File: src/rtl/pktbuf_pkg.sv
package pktbuf_pkg;
  localparam int LINE_W = 9;
  localparam int STEP_W = 4;
  localparam int SEL_W  = 4;
  localparam int RSV_W  = 3;
  localparam int CMD_W  = SEL_W + RSV_W + 3 + STEP_W + 2 * LINE_W;

  typedef struct packed {
    logic [SEL_W-1:0]  bufsel;
    logic [RSV_W-1:0]  rsvd;
    logic              op_clr;
    logic              op_wr;
    logic              op_rd;
    logic [STEP_W-1:0] step;
    logic [LINE_W-1:0] last;
    logic [LINE_W-1:0] first;
  } cmd_t;

  typedef enum logic [2:0] {
    ST_IDLE  = 3'd0,
    ST_PRIME = 3'd1,
    ST_RD    = 3'd2,
    ST_WR    = 3'd3,
    ST_FULL  = 3'd4
  } xfer_st_e;
endpackage

File: src/rtl/pktbuf_rst_sync.sv
module pktbuf_rst_sync (
  input  logic clk,
  input  logic arst_n,
  output logic srst_n
);
  logic s0_q, s1_q;

  always_ff @(posedge clk or negedge arst_n) begin
    if (!arst_n) begin
      s0_q <= 1'b0;
      s1_q <= 1'b0;
    end else begin
      s0_q <= 1'b1;
      s1_q <= s0_q;
    end
  end

  assign srst_n = s1_q;
endmodule

File: src/rtl/pktbuf_cmd_decode.sv
module pktbuf_cmd_decode
  import pktbuf_pkg::*;
#(
  parameter int BUF_IDX = 0
) (
  input  logic [CMD_W-1:0]  cmd_word,
  input  logic              cmd_go,
  output logic              acc_clr,
  output logic              acc_wr,
  output logic              acc_rd,
  output logic [LINE_W-1:0] first,
  output logic [LINE_W-1:0] last,
  output logic [STEP_W-1:0] step
);
  cmd_t cmd;
  logic hit;

  always_comb begin
    cmd     = cmd_t'(cmd_word);
    hit     = cmd_go && (cmd.bufsel == SEL_W'(BUF_IDX)) && (cmd.rsvd == '0);
    acc_clr = hit && cmd.op_clr;
    acc_wr  = hit && !cmd.op_clr && cmd.op_wr;
    acc_rd  = hit && !cmd.op_clr && !cmd.op_wr && cmd.op_rd;
    first   = cmd.first;
    last    = cmd.last;
    step    = cmd.step;
  end
endmodule

File: src/rtl/pktbuf_line_ctr.sv
module pktbuf_line_ctr
  import pktbuf_pkg::*;
(
  input  logic              clk,
  input  logic              rst_n,
  input  logic              load,
  input  logic              adv,
  input  logic [LINE_W-1:0] first_i,
  input  logic [LINE_W-1:0] last_i,
  input  logic [STEP_W-1:0] step_i,
  output logic [LINE_W-1:0] line_o,
  output logic [LINE_W-1:0] line_nxt_o,
  output logic              at_last_o,
  output logic              first_o
);
  logic [LINE_W-1:0] line_q, line_d, last_q, last_d;
  logic [STEP_W-1:0] step_q, step_d;
  logic              fst_q, fst_d;
  logic              upd_en;

  assign line_nxt_o = line_q + LINE_W'(step_q);

  always_comb begin
    upd_en = load || adv;
    line_d = line_q;
    last_d = last_q;
    step_d = step_q;
    fst_d  = fst_q;
    if (load) begin
      line_d = first_i;
      last_d = last_i;
      step_d = step_i;
      fst_d  = 1'b1;
    end else if (adv) begin
      line_d = line_nxt_o;
      fst_d  = 1'b0;
    end
  end

  always_ff @(posedge clk or negedge rst_n) begin
    if (!rst_n) begin
      line_q <= '0;
      last_q <= '0;
      step_q <= '0;
      fst_q  <= 1'b0;
    end else if (upd_en) begin
      line_q <= line_d;
      last_q <= last_d;
      step_q <= step_d;
      fst_q  <= fst_d;
    end
  end

  assign line_o    = line_q;
  assign at_last_o = (line_q == last_q);
  assign first_o   = fst_q;
endmodule

File: src/rtl/pktbuf_xfer_fsm.sv
module pktbuf_xfer_fsm
  import pktbuf_pkg::*;
(
  input  logic     clk,
  input  logic     rst_n,
  input  logic     acc_clr,
  input  logic     acc_wr,
  input  logic     acc_rd,
  input  logic     at_last,
  input  logic     rd_strobe,
  input  logic     rd_last,
  input  logic     rd_abort,
  input  logic     wr_strobe,
  input  logic     wr_last,
  input  logic     wr_abort,
  output xfer_st_e state,
  output logic     done,
  output logic     error,
  output logic     adv,
  output logic     commit
);
  xfer_st_e st_q, st_d;
  logic     done_q, done_d, err_q, err_d;

  always_comb begin
    st_d   = st_q;
    done_d = done_q;
    err_d  = err_q;
    adv    = 1'b0;
    commit = 1'b0;
    if (acc_clr || acc_wr || acc_rd) begin
      done_d = 1'b0;
      err_d  = 1'b0;
      if (acc_clr)     st_d = ST_IDLE;
      else if (acc_wr) st_d = ST_WR;
      else             st_d = ST_PRIME;
    end else begin
      unique case (st_q)
        ST_PRIME: st_d = ST_RD;
        ST_RD: begin
          if (rd_abort) begin
            st_d  = ST_IDLE;
            err_d = 1'b1;
          end else if (rd_last) begin
            st_d   = ST_IDLE;
            done_d = 1'b1;
          end else if (rd_strobe) begin
            if (at_last) begin
              st_d   = ST_IDLE;
              done_d = 1'b1;
            end else begin
              adv = 1'b1;
            end
          end
        end
        ST_WR: begin
          if (wr_abort) begin
            st_d  = ST_IDLE;
            err_d = 1'b1;
          end else begin
            if (wr_strobe) begin
              commit = 1'b1;
              if (at_last) st_d = ST_FULL;
              else         adv  = 1'b1;
            end
            if (wr_last) begin
              st_d   = ST_IDLE;
              done_d = 1'b1;
            end
          end
        end
        ST_FULL: begin
          if (wr_abort || wr_strobe) begin
            st_d  = ST_IDLE;
            err_d = 1'b1;
          end else if (wr_last) begin
            st_d   = ST_IDLE;
            done_d = 1'b1;
          end
        end
        default: st_d = ST_IDLE;
      endcase
    end
  end

  always_ff @(posedge clk or negedge rst_n) begin
    if (!rst_n) begin
      st_q   <= ST_IDLE;
      done_q <= 1'b0;
      err_q  <= 1'b0;
    end else begin
      st_q   <= st_d;
      done_q <= done_d;
      err_q  <= err_d;
    end
  end

  assign state = st_q;
  assign done  = done_q;
  assign error = err_q;
endmodule

File: src/rtl/pktbuf_dma.sv
module pktbuf_dma
  import pktbuf_pkg::*;
#(
  parameter int BUF_IDX = 0,
  parameter int DATA_W  = 32
) (
  input  logic              clk,
  input  logic              rst_n,
  input  logic [CMD_W-1:0]  cmd_word,
  input  logic              cmd_go,
  output logic              done_o,
  output logic              error_o,
  output logic              ram_en_o,
  output logic              ram_we_o,
  output logic [LINE_W-1:0] ram_addr_o,
  output logic [DATA_W-1:0] ram_wdata_o,
  input  logic [DATA_W-1:0] ram_rdata_i,
  input  logic [DATA_W-1:0] wr_data_i,
  input  logic              wr_strobe_i,
  input  logic              wr_last_i,
  input  logic              wr_abort_i,
  output logic              wr_ready_o,
  output logic              wr_full_o,
  output logic [DATA_W-1:0] rd_data_o,
  input  logic              rd_strobe_i,
  input  logic              rd_last_i,
  input  logic              rd_abort_i,
  output logic              rd_avail_o,
  output logic              rd_sop_o,
  output logic              rd_eop_o
);
  logic              rst_sync_n;
  logic              acc_clr, acc_wr, acc_rd;
  logic [LINE_W-1:0] c_first, c_last, line, line_nxt;
  logic [STEP_W-1:0] c_step;
  logic              at_last, first_flag, adv, commit;
  xfer_st_e          state;

  pktbuf_rst_sync u_rst (
    .clk    (clk),
    .arst_n (rst_n),
    .srst_n (rst_sync_n)
  );

  pktbuf_cmd_decode #(.BUF_IDX(BUF_IDX)) u_dec (
    .cmd_word (cmd_word),
    .cmd_go   (cmd_go),
    .acc_clr  (acc_clr),
    .acc_wr   (acc_wr),
    .acc_rd   (acc_rd),
    .first    (c_first),
    .last     (c_last),
    .step     (c_step)
  );

  pktbuf_line_ctr u_line (
    .clk        (clk),
    .rst_n      (rst_sync_n),
    .load       (acc_wr || acc_rd),
    .adv        (adv),
    .first_i    (c_first),
    .last_i     (c_last),
    .step_i     (c_step),
    .line_o     (line),
    .line_nxt_o (line_nxt),
    .at_last_o  (at_last),
    .first_o    (first_flag)
  );

  pktbuf_xfer_fsm u_fsm (
    .clk       (clk),
    .rst_n     (rst_sync_n),
    .acc_clr   (acc_clr),
    .acc_wr    (acc_wr),
    .acc_rd    (acc_rd),
    .at_last   (at_last),
    .rd_strobe (rd_strobe_i),
    .rd_last   (rd_last_i),
    .rd_abort  (rd_abort_i),
    .wr_strobe (wr_strobe_i),
    .wr_last   (wr_last_i),
    .wr_abort  (wr_abort_i),
    .state     (state),
    .done      (done_o),
    .error     (error_o),
    .adv       (adv),
    .commit    (commit)
  );

  always_comb begin
    ram_en_o    = (state == ST_PRIME) || ((state == ST_RD) && adv) || commit;
    ram_we_o    = commit;
    ram_addr_o  = (state == ST_RD) ? line_nxt : line;
    ram_wdata_o = wr_data_i;
    rd_data_o   = ram_rdata_i;
    rd_avail_o  = (state == ST_RD);
    rd_sop_o    = rd_avail_o && first_flag;
    rd_eop_o    = rd_avail_o && at_last;
    wr_ready_o  = (state == ST_WR);
    wr_full_o   = (state == ST_FULL);
  end
endmodule

File: config.mk
export PLATFORM = sky130hd
export DESIGN_NAME = pktbuf_dma
export DESIGN_NICKNAME = d
export VERILOG_FILES = /design/src/rtl/pktbuf_pkg.sv /design/src/rtl/pktbuf_rst_sync.sv /design/src/rtl/pktbuf_cmd_decode.sv /design/src/rtl/pktbuf_line_ctr.sv /design/src/rtl/pktbuf_xfer_fsm.sv /design/src/rtl/pktbuf_dma.sv
export SDC_FILE = /design/constraint.sdc
export NUM_CORES = 1
export LEC_CHECK = 0
export BUFFER_PORTS_ARGS = -buffer_cell sky130_fd_sc_hd__buf_4
export CELL_PAD_IN_SITES_DETAIL_PLACEMENT = 0
export CELL_PAD_IN_SITES_GLOBAL_PLACEMENT = 1
export CORE_ASPECT_RATIO = 0.6
export CORE_MARGIN = 2
export CORE_UTILIZATION = 29
export CTS_CLUSTER_DIAMETER = 60
export DETAILED_ROUTE_END_ITERATION = 6
export PLACE_DENSITY = 0.84
export REMOVE_ABC_BUFFERS = 1
export SETUP_SLACK_MARGIN = 0.1
export SLEW_MARGIN = 20
export SYNTH_ARGS = -nofsm -noshare
export SYNTH_HDL_FRONTEND = slang
export SYNTH_HIERARCHICAL = 1
export SYNTH_SLANG_ARGS = --single-unit
File: constraint.sdc
create_clock -name clk -period 4.3 [get_ports clk]
set_clock_uncertainty 0.15 [all_clocks]
set_input_delay 0.86 -clock clk [delete_from_list [all_inputs] [get_ports clk]]
set_output_delay 0.86 -clock clk [all_outputs]
set_load 0.005 [all_outputs]
* After elaboration in Yosys (flattened, before gate mapping) *
Cells that the tools add are included.

word-level totals
  memory bits (read-only) = 0
  bits in latches = 0
  memories = 0
  RAM bits = 0
  register bits after elaboration = 30

operators by class
  equal/unequal tests = 18
  shifts and indexed selects = 0
  mux-type cells = 45
  $mul = 0
  add/sub/neg operators = 1
  bitwise gates (word level) = 0
  reduce and logical (&&, ||, !) cells = 28
  div/mod/pow operators = 0
  magnitude comparators = 0

operators by type and width
  kind                count
  $mux 3              12
  $mux 9              3
  $mux 1              25
  $ne 3x2->1 const B  5
  $pmux 3 s4          1
  $logic_and 1x1->1   10
  $ne 5x3->1 const B  2
  $ne 5x4->1 const B  2
  $add 9x4->9         1
  $eq 9x9->1          1
  $ne 4x2->1 const B  2
  $logic_or 1x1->1    7
  $eq 3x2->1 const B  2
  $pmux 1 s3          2
  $reduce_and 6->1    1
  $reduce_and 5->1    1
  $logic_not 4->1     1
  $ne 4x3->1 const B  1
  $reduce_and 2->1    2
  $reduce_and 4->1    1
  $reduce_bool 4->1   1
  $eq 3x1->1 const B  1
  $eq 3x3->1 const B  1
  $logic_not 3->1     1
  other kinds (5)     6

* Longest topological paths before layout *
Gate-level depths: netlist of the first run.

  depth in word-level cells = 11
  depth in mapped cells = 10
  gate-level depth less buffers = 9

* Modules after synthesis *
Netlist of the first run, hierarchy kept.

by module, submodules not included
  module             instances  area each (um^2)  sequential area each (um^2)  cells an instance
  pktbuf_line_ctr    1          1,308.8           575.6                        124
  pktbuf_dma         1          671.9             0.0                          84
  pktbuf_xfer_fsm    1          445.4             125.1                        53
  pktbuf_cmd_decode  1          227.7             0.0                          30
  pktbuf_rst_sync    1          53.8              50.0                         3

* Least setup slack after synthesis of the first run *
OpenSTA, ideal clock, no wires.

  path kind = input to output
  start = input port cmd_word[25]
  end = output port ram_en_o
  setup slack = 0.519 ns
  path buffers = 0
  arrival time = 2.771 ns
  stages = 7
  cell sequence = or4_4 nor4_1 nor3_4 nand2_1 nor3_1 nor4bb_1 or3_1

on the way
  word-level cells in the longest chain between the ends = 10
  elaborated cells on any way between the ends = 14
  classes of those cells = mux: 2; reduce/logical: 12

RTL lines
  item                             line                     text
  from (decl)                      pktbuf_dma.sv:9          input logic [CMD_W-1:0] cmd_word,
  $logic_not 3->1                  pktbuf_cmd_decode.sv:20  hit = cmd_go && (cmd.bufsel == SEL_W'(BUF_IDX)) && (cmd.rsvd == '0);
  $logic_and 1x1->1                pktbuf_cmd_decode.sv:20
  $logic_and 1x1->1 (3 in series)  pktbuf_cmd_decode.sv:23  acc_rd = hit && !cmd.op_clr && !cmd.op_wr && cmd.op_rd;
  named net acc_rd                 pktbuf_dma.sv:33         logic acc_clr, acc_wr, acc_rd;
  $logic_or 1x1->1                 pktbuf_xfer_fsm.sv:31    if (acc_clr || acc_wr || acc_rd) begin
  $mux 1                           pktbuf_xfer_fsm.sv:31
  named net adv                    pktbuf_dma.sv:36         logic at_last, first_flag, adv, commit;
  $logic_and 1x1->1                pktbuf_dma.sv:91         ram_en_o = (state == ST_PRIME) || ((state == ST_RD) && adv) || commit;
  $logic_or 1x1->1 (2 in series)   pktbuf_dma.sv:91
  to (decl)                        pktbuf_dma.sv:13         output logic ram_en_o,

The timed path passes the listed nets, and every way through them passes these cells.

* Worst setup path in the final report of the first run *
  start = input port cmd_word[25]
  end = output port ram_en_o

on the way
  word-level cells in the longest chain between the ends = 10
  elaborated cells on any way between the ends = 14
  classes of those cells = mux: 2; reduce/logical: 12

RTL lines
  item                             line                     text
  $logic_not 3->1                  pktbuf_cmd_decode.sv:20
  $logic_and 1x1->1                pktbuf_cmd_decode.sv:20
  $logic_and 1x1->1 (2 in series)  pktbuf_cmd_decode.sv:22  acc_wr = hit && !cmd.op_clr && cmd.op_wr;
  named net acc_wr                 pktbuf_dma.sv:33
  $logic_or 1x1->1 (2 in series)   pktbuf_xfer_fsm.sv:31
  $mux 1                           pktbuf_xfer_fsm.sv:31
  named net adv                    pktbuf_dma.sv:36
  $logic_and 1x1->1                pktbuf_dma.sv:91
  $logic_or 1x1->1 (2 in series)   pktbuf_dma.sv:91

The timed path passes the listed nets, and every way through them passes these cells.

==> results.yml, run 1 <==
outcome:
  status: "finished, final reports clean"
drt:
  drtIter0Drc: 217
  via_count: 2013
  first_pass_iters: 4
  ant_nets: 0
  drcViolationCount: 0
  wirelength_um: 10500
  viasPerCell: 5.23
  wire_per_inst_um: 27.3
clock_network:
  cts_setup_buffers: 0
  clk_path_buf_depth: 2
  numClockSinks: 30
  cts.htree.levels: 2
  clk_latency_ns: 0.27
  cts_made_buffers: 5
  cts_tree: "done"
  path_clk_slew_ns: 0.05
  cts_root_buffer: "clkbuf_16"
power_and_ir_drop:
  p_switching_mw: 0.164
  leakagePower_nw: 1.33
  p_int_mw: 0.559
  seqPwrFrac_pct: 42.8
  clock_power_share_pct: 44.7
  ir_worst_vdd_v: 0.000147
  switching_share_pct: 22.7
  cellPowerDensity_mw_per_mm2: 262
  share_comb_of_total_power_pct: 12.6
final_layout:
  multiInputGateArea_mm2: 0.00122
  n_fill_cell: 955
  final_util_pct: 30.3
  nNetsFinal: 379
  fin_cells: 385
  drive_above_1_share_pct: 40.1
  fin_area_mm2: 0.00277
  diodes: 0
  area_growth_pct: 2.17
  ff_latch_area_um2: 751
place:
  gp_congestion: 0.854
  port_buffers: 58
  hpwl_um: 8030
  place_ws_ns: 0.358
  dp_cells: 377
  dpl_cell_area_mm2: 0.00262
timing:
  final_max_slew_viol_count: 0
  setup-tns-final_ns: 0
  post-route-min-period_ns: 3.93
  hold_viol: 0
  layout_setup_ws_ns: 0.373
  max_freq_mhz: 255
  rsz0062_at_grt: "false"
  finalCritPeriodShare_pct: 91.3
  setup_viol: 0
  worst_slew_pin_slew_ns: 0.660
  relSlewSlack_pct: 56.0
grt:
  grt_usage_pct: 21.2
  grt_pass1_vias: 1920
  grt_pass1_wl_um: 14700
  antenna_found_initial: 0
  grt_overflow_total: 0
  grt_max_degree: 34
yosys:
  syn_area_mm2: 0.00271
  syn_avg_cell_area_um2: 9.21
  netlist.area_leader.share_pct: 27.7
  syn_inst: 294
  synth_top_family_by_area: "buffers and inverters"
  synth-edff-count: 0
  yosys.area_share.xor_xnor_pct: 5.82
  ys.flop_type: "dfrtp_1"
  synthMuxAreaShare_pct: 10.7
  synth_seq_cells: 30
  synth_compound_area_share_pct: 9.38
  synth.largest_area_cell: "dfrtp_1"
  synth.distinct_cells: 59
  synth_fa_ha_area_share_pct: 2.59
  ys_seq_area_share_pct: 27.7
  synth_warnings: 6
  yosys.area_share.simple_pct: 16.5
  synth_area_leaders: "dfrtp_1 28%, buf_4 24%, mux2_2 9.6%"
  async_reset_ff_share_pct: 100
floorplan:
  die_area_mm2: 0.0102
  core_area_mm2: 0.00912
  num_io_pins: 187
  die_h_um: 78.8
  die_w_um: 129
  num_rows: 27
  start_util_pct: 29.7
flow_run:
  maxCapViolCount: 0
worst_setup_path:
  crit_required_ns: 3.29
  end_kind: "primary output"
  crit_fanout: 7
  arrival_ns: 2.92
  crit_type: "in2out"
  startpoint_type: "primary input"
hold_path:
  hp-class: "reg2async"
[critical path, stage by stage]
cell	delay, ns
buf_4	0.11
or4_4	0.54
nor4_2	0.47
nor3_4	0.15
nand2_1	0.10
nor3_1	0.05
nor4bb_1	0.14
or3_1	0.36
buf_4	0.14
[layout by cell type, fill, tap and decap left out, types with 4 or more instances in the layout]
cell type,n
nand3_1,5
nand2_1,17
clkbuf_16,5
buf_4,63
xor2_1,5
a21oi_1,4
ha_1,4
nand4_1,4
mux2_2,23
xnor2_1,13
nor3_1,5
nor2_1,13
dfrtp_1,30
inv_1,8
o21ai_0,9
[timing repair]
item,in CTS,in global routing
resized for setup,0,0
hold buffers,1,0
hold endpoints to repair,5,0
[metrics by stage]
step           power, mW  hold slack, ns
2_1_floorplan      0.350           0.181
3_3_place_gp       0.402         -0.0522
3_5_place_dp       0.404         -0.0514
4_1_cts            0.732           0.120
5_1_grt            0.758           0.152
6_report           0.724          0.0938
[synth_stat cells (2+ instances only)]
cell type,n
buf_4,86
dfrtp_1,30
mux2_2,23
nand2_1,17
nor2_1,13
xnor2_1,13
o21ai_0,9
inv_1,8
nand3_1,5
nor3_1,5
xor2_1,5
a21oi_1,4
buf_2,4
ha_1,4
nand4_1,4
a211o_1,3
a21o_1,3
clkbuf_1,3
mux2i_1,3
nand2b_1,3
o21ai_1,3
a311o_1,2
a31oi_1,2
and2_1,2
and2_2,2
buf_6,2
nor3b_1,2
nor4_1,2
nor4b_1,2
[layout make-up]
type | instances | share of cell area [%]
clock buffers | 5 | 4.52
clock inverters | 2 | 0.362
inverters | 8 | 1.09
multi-input cells | 160 | 44.2
flip-flops and latches | 30 | 27.1
well taps | 116 | 5.25
repair buffers | 64 | 17.5
[cell families (layout without fill, tap and decap cells)]
logic type | after synthesis | after routing
compound gates | 37 | 37
xor+xnor | 18 | 18
fa+ha+maj | 5 | 5
buf+inv | 104 | 79
flops | 30 | 30
mux | 26 | 26
other cells | 1 | 1
simple gates | 73 | 73
[layer usage]
layer	part of all wire, %	up-vias	track usage (%)
li1	-	865	-
met1	40	936	25.0
met2	31	188	21.3
met3	24	16	24.3
met4	1.4	8	6.09
met5	2.5	-	21.4
[power groups by stage]
stage	Sequential (mW)	Clock (mW)	Combinational (mW)
finish	0.309	0.323	0.0910
detailed placement	0.315	0	0.0894
global placement	0.314	0	0.0880
CTS	0.309	0.331	0.0918
global route	0.311	0.346	0.101
floorplan	0.313	0	0.0371
[final timing paths]
kind | startpoint | end | slack [ns] | cells past startpoint
setup / recovery | cmd_word[25] | ram_en_o | 0.37 | 9
hold / removal | u_rst/srst_n | u_line/last_q[2] | 0.09 | 1
setup reg to reg | u_fsm/state[0] | u_line/line_o[8] | 1.79 | 8
hold reg to reg | u_rst/srst_n | u_line/last_q[2] | 0.09 | 1
max in group asynchronous | u_rst/srst_n | u_fsm/state[2] | 3.30 | 1
min in group clk | u_rst/s0_q | u_rst/srst_n | 0.20 | 0
[registers in the layout (all words and copies together), names as in the netlist]
signal,flops
u_line/step_q,4
u_rst/srst_n,1
u_fsm/done,1
u_fsm/state,3
u_line/last_q,9
u_line/line_o,9
u_line/first_o,1
u_fsm/error,1
u_rst/s0_q,1
Power figures use the tool's default switching activity.
==> run 2: changes to the inputs <==
- clock period: 4.3 -> 3.86 ns (I/O delays scaled with it)
==> run 2 against run 1 <==
Compared with the run above: flip-flop and latch count unchanged; setup slack got worse by 0.16 ns; first-iteration DRC count decreased by 17%; hold slack improved by 0.019 ns; sequential power increased by 12%; total power increased by 15%; via count increased by 0.75%; die area unchanged; combinational power increased by 13%; critical path depth increased by 1; wire length increased by 3.6%; largest power group unchanged.
==> results.yml, run 2 (synthesized netlist as in run 1, its figures left out) <==
timing:
  post-route-min-period_ns: 3.65
  hold_viol: 0
  worst_slew_pin_slew_ns: 0.632
  layout_setup_ws_ns: 0.211
  finalCritPeriodShare_pct: 94.5
  max_freq_mhz: 274
  final_max_slew_viol_count: 0
  rsz0062_at_grt: "false"
  relSlewSlack_pct: 57.9
  setup_viol: 0
  setup-tns-final_ns: 0
clock_network:
  numClockSinks: 30
  cts_tree: "done"
  cts.htree.levels: 2
  clk_latency_ns: 0.27
  path_clk_slew_ns: 0.05
  cts_made_buffers: 5
  clk_path_buf_depth: 2
  cts_root_buffer: "clkbuf_16"
worst_setup_path:
  cpPeakStageDelay_ns: 0.56
  cp_slowest_cell: "or4_4"
  end_kind: "primary output"
  crit_required_ns: 2.94
  crit_top_cell: "buf_4"
  crit_type: "in2out"
  worst-path-buf-inv: 3
  crit_family: "simple AND/OR/NAND/NOR gates"
  startpoint_type: "primary input"
  crit_fanout: 7
  reg2regPathDepth: 8
  path_cells: "buf_4, or4_4, nor4_2, buf_4, nor3_4, nand2_1, nor3_1, nor4bb_1, or3_1, buf_4"
  arrival_ns: 2.73
  cp_num_cells: 10
grt:
  grt_usage_pct: 21.6
  grt_max_degree: 30
  grt_overflow_total: 0
  antenna_found_initial: 0
  grt_pass1_vias: 1970
  grt_pass1_wl_um: 15000
floorplan:
  start_util_pct: 29.7
  die_w_um: 129
  num_rows: 27
  num_io_pins: 187
  core_area_mm2: 0.00912
  die_h_um: 78.8
  die_area_mm2: 0.0102
drt:
  drcViolationCount: 0
  wire_per_inst_um: 28.1
  via_count: 2028
  ant_nets: 0
  viasPerCell: 5.24
  wirelength_um: 10900
  drtIter0Drc: 181
  first_pass_iters: 4
flow_run:
  maxCapViolCount: 0
place:
  gp_congestion: 0.865
  hpwl_um: 8270
  port_buffers: 58
  place_ws_ns: 0.0843
final_layout:
  drive_above_1_share_pct: 40.6
  diodes: 0
  area_growth_pct: 3.47
  final_cell_mix: "64 x buf_4, 30 x dfrtp_1, 23 x mux2_2"
  mostFrequentLayoutCell: "buf_4"
  nNetsFinal: 380
hold_path:
  hp-class: "reg2async"
power_and_ir_drop:
  leakagePower_nw: 1.34
  cellPowerDensity_mw_per_mm2: 298
  ir_worst_vdd_v: 0.000140
outcome:
  status: "finished, final reports clean"
==> run 2: cell types whose count changed in the layout (fill, tap and decap cells not counted), sizes merged <==
cell	delta
buf	+1
clkbuf	+2
clkinv	-1
==> run 2: through the flow <==
stage / power [mW] / cell area, um2 / instances / util (%) / hold slack, ns
final: 0.835 / 2800 / 387 / 30.7 / 0.112
after global placement: 0.448 / 2630 / 378 / 28.8 / -0.0527
after global routing: 0.868 / 2800 / 387 / 30.7 / 0.117
after detailed placement: 0.451 / 2630 / 378 / 28.8 / -0.0475
after CTS: 0.843 / 2800 / 387 / 30.6 / 0.119
after floorplan: 0.390 / 2000 / 198 / - / 0.181
==> run 2: layout make-up <==
class	count	area [um2]
fill	964	6320
clock buffer	7	143
tap	116	145
timing repair buffer	65	490
sequential	30	751
clock inverter	1	5.00
inverter	8	30.0
multi-input combinational	160	1240
==> run 2: path summary, 6_finish.rpt <==
| path | from | to | slack (ns) |
|---|---|---|---|
| max | cmd_word[25] | ram_en_o | 0.21 |
| min | u_rst/srst_n | u_line/last_q[1] | 0.11 |
| max reg2reg | u_fsm/state[0] | u_line/line_o[8] | 1.27 |
| min reg2reg | u_rst/srst_n | u_line/last_q[1] | 0.11 |
| max in group asynchronous | u_rst/srst_n | u_fsm/done | 2.85 |
| min in group clk | u_rst/s0_q | u_rst/srst_n | 0.20 |
==> run 2: metal layers <==
| metal | share of wire [%] | track usage, % |
|---|---|---|
| met1 | 40 | 25.1 |
| met2 | 32 | 22.6 |
| met3 | 24 | 24.3 |
| met4 | 1.7 | 5.11 |
| met5 | 2.4 | 25.7 |
==> run 2: repair_timing <==
| action | 4_1_cts | 5_1_grt |
|---|---|---|
| hold endpoints to repair | 5 | 0 |
| resized for setup | 1 | 1 |
| endpoints found under the setup margin | 1 | 1 |
| hold buffers | 1 | 0 |
| buffers inserted | 0 | 0 |
==> run 2: power breakdown <==
group          switching (mW)  total, mW  leakage [nW]  internal (mW)
clock network           0.133      0.388        0.0739          0.255
registers              0.0159      0.345         0.401          0.329
logic                  0.0406      0.103         0.868         0.0621
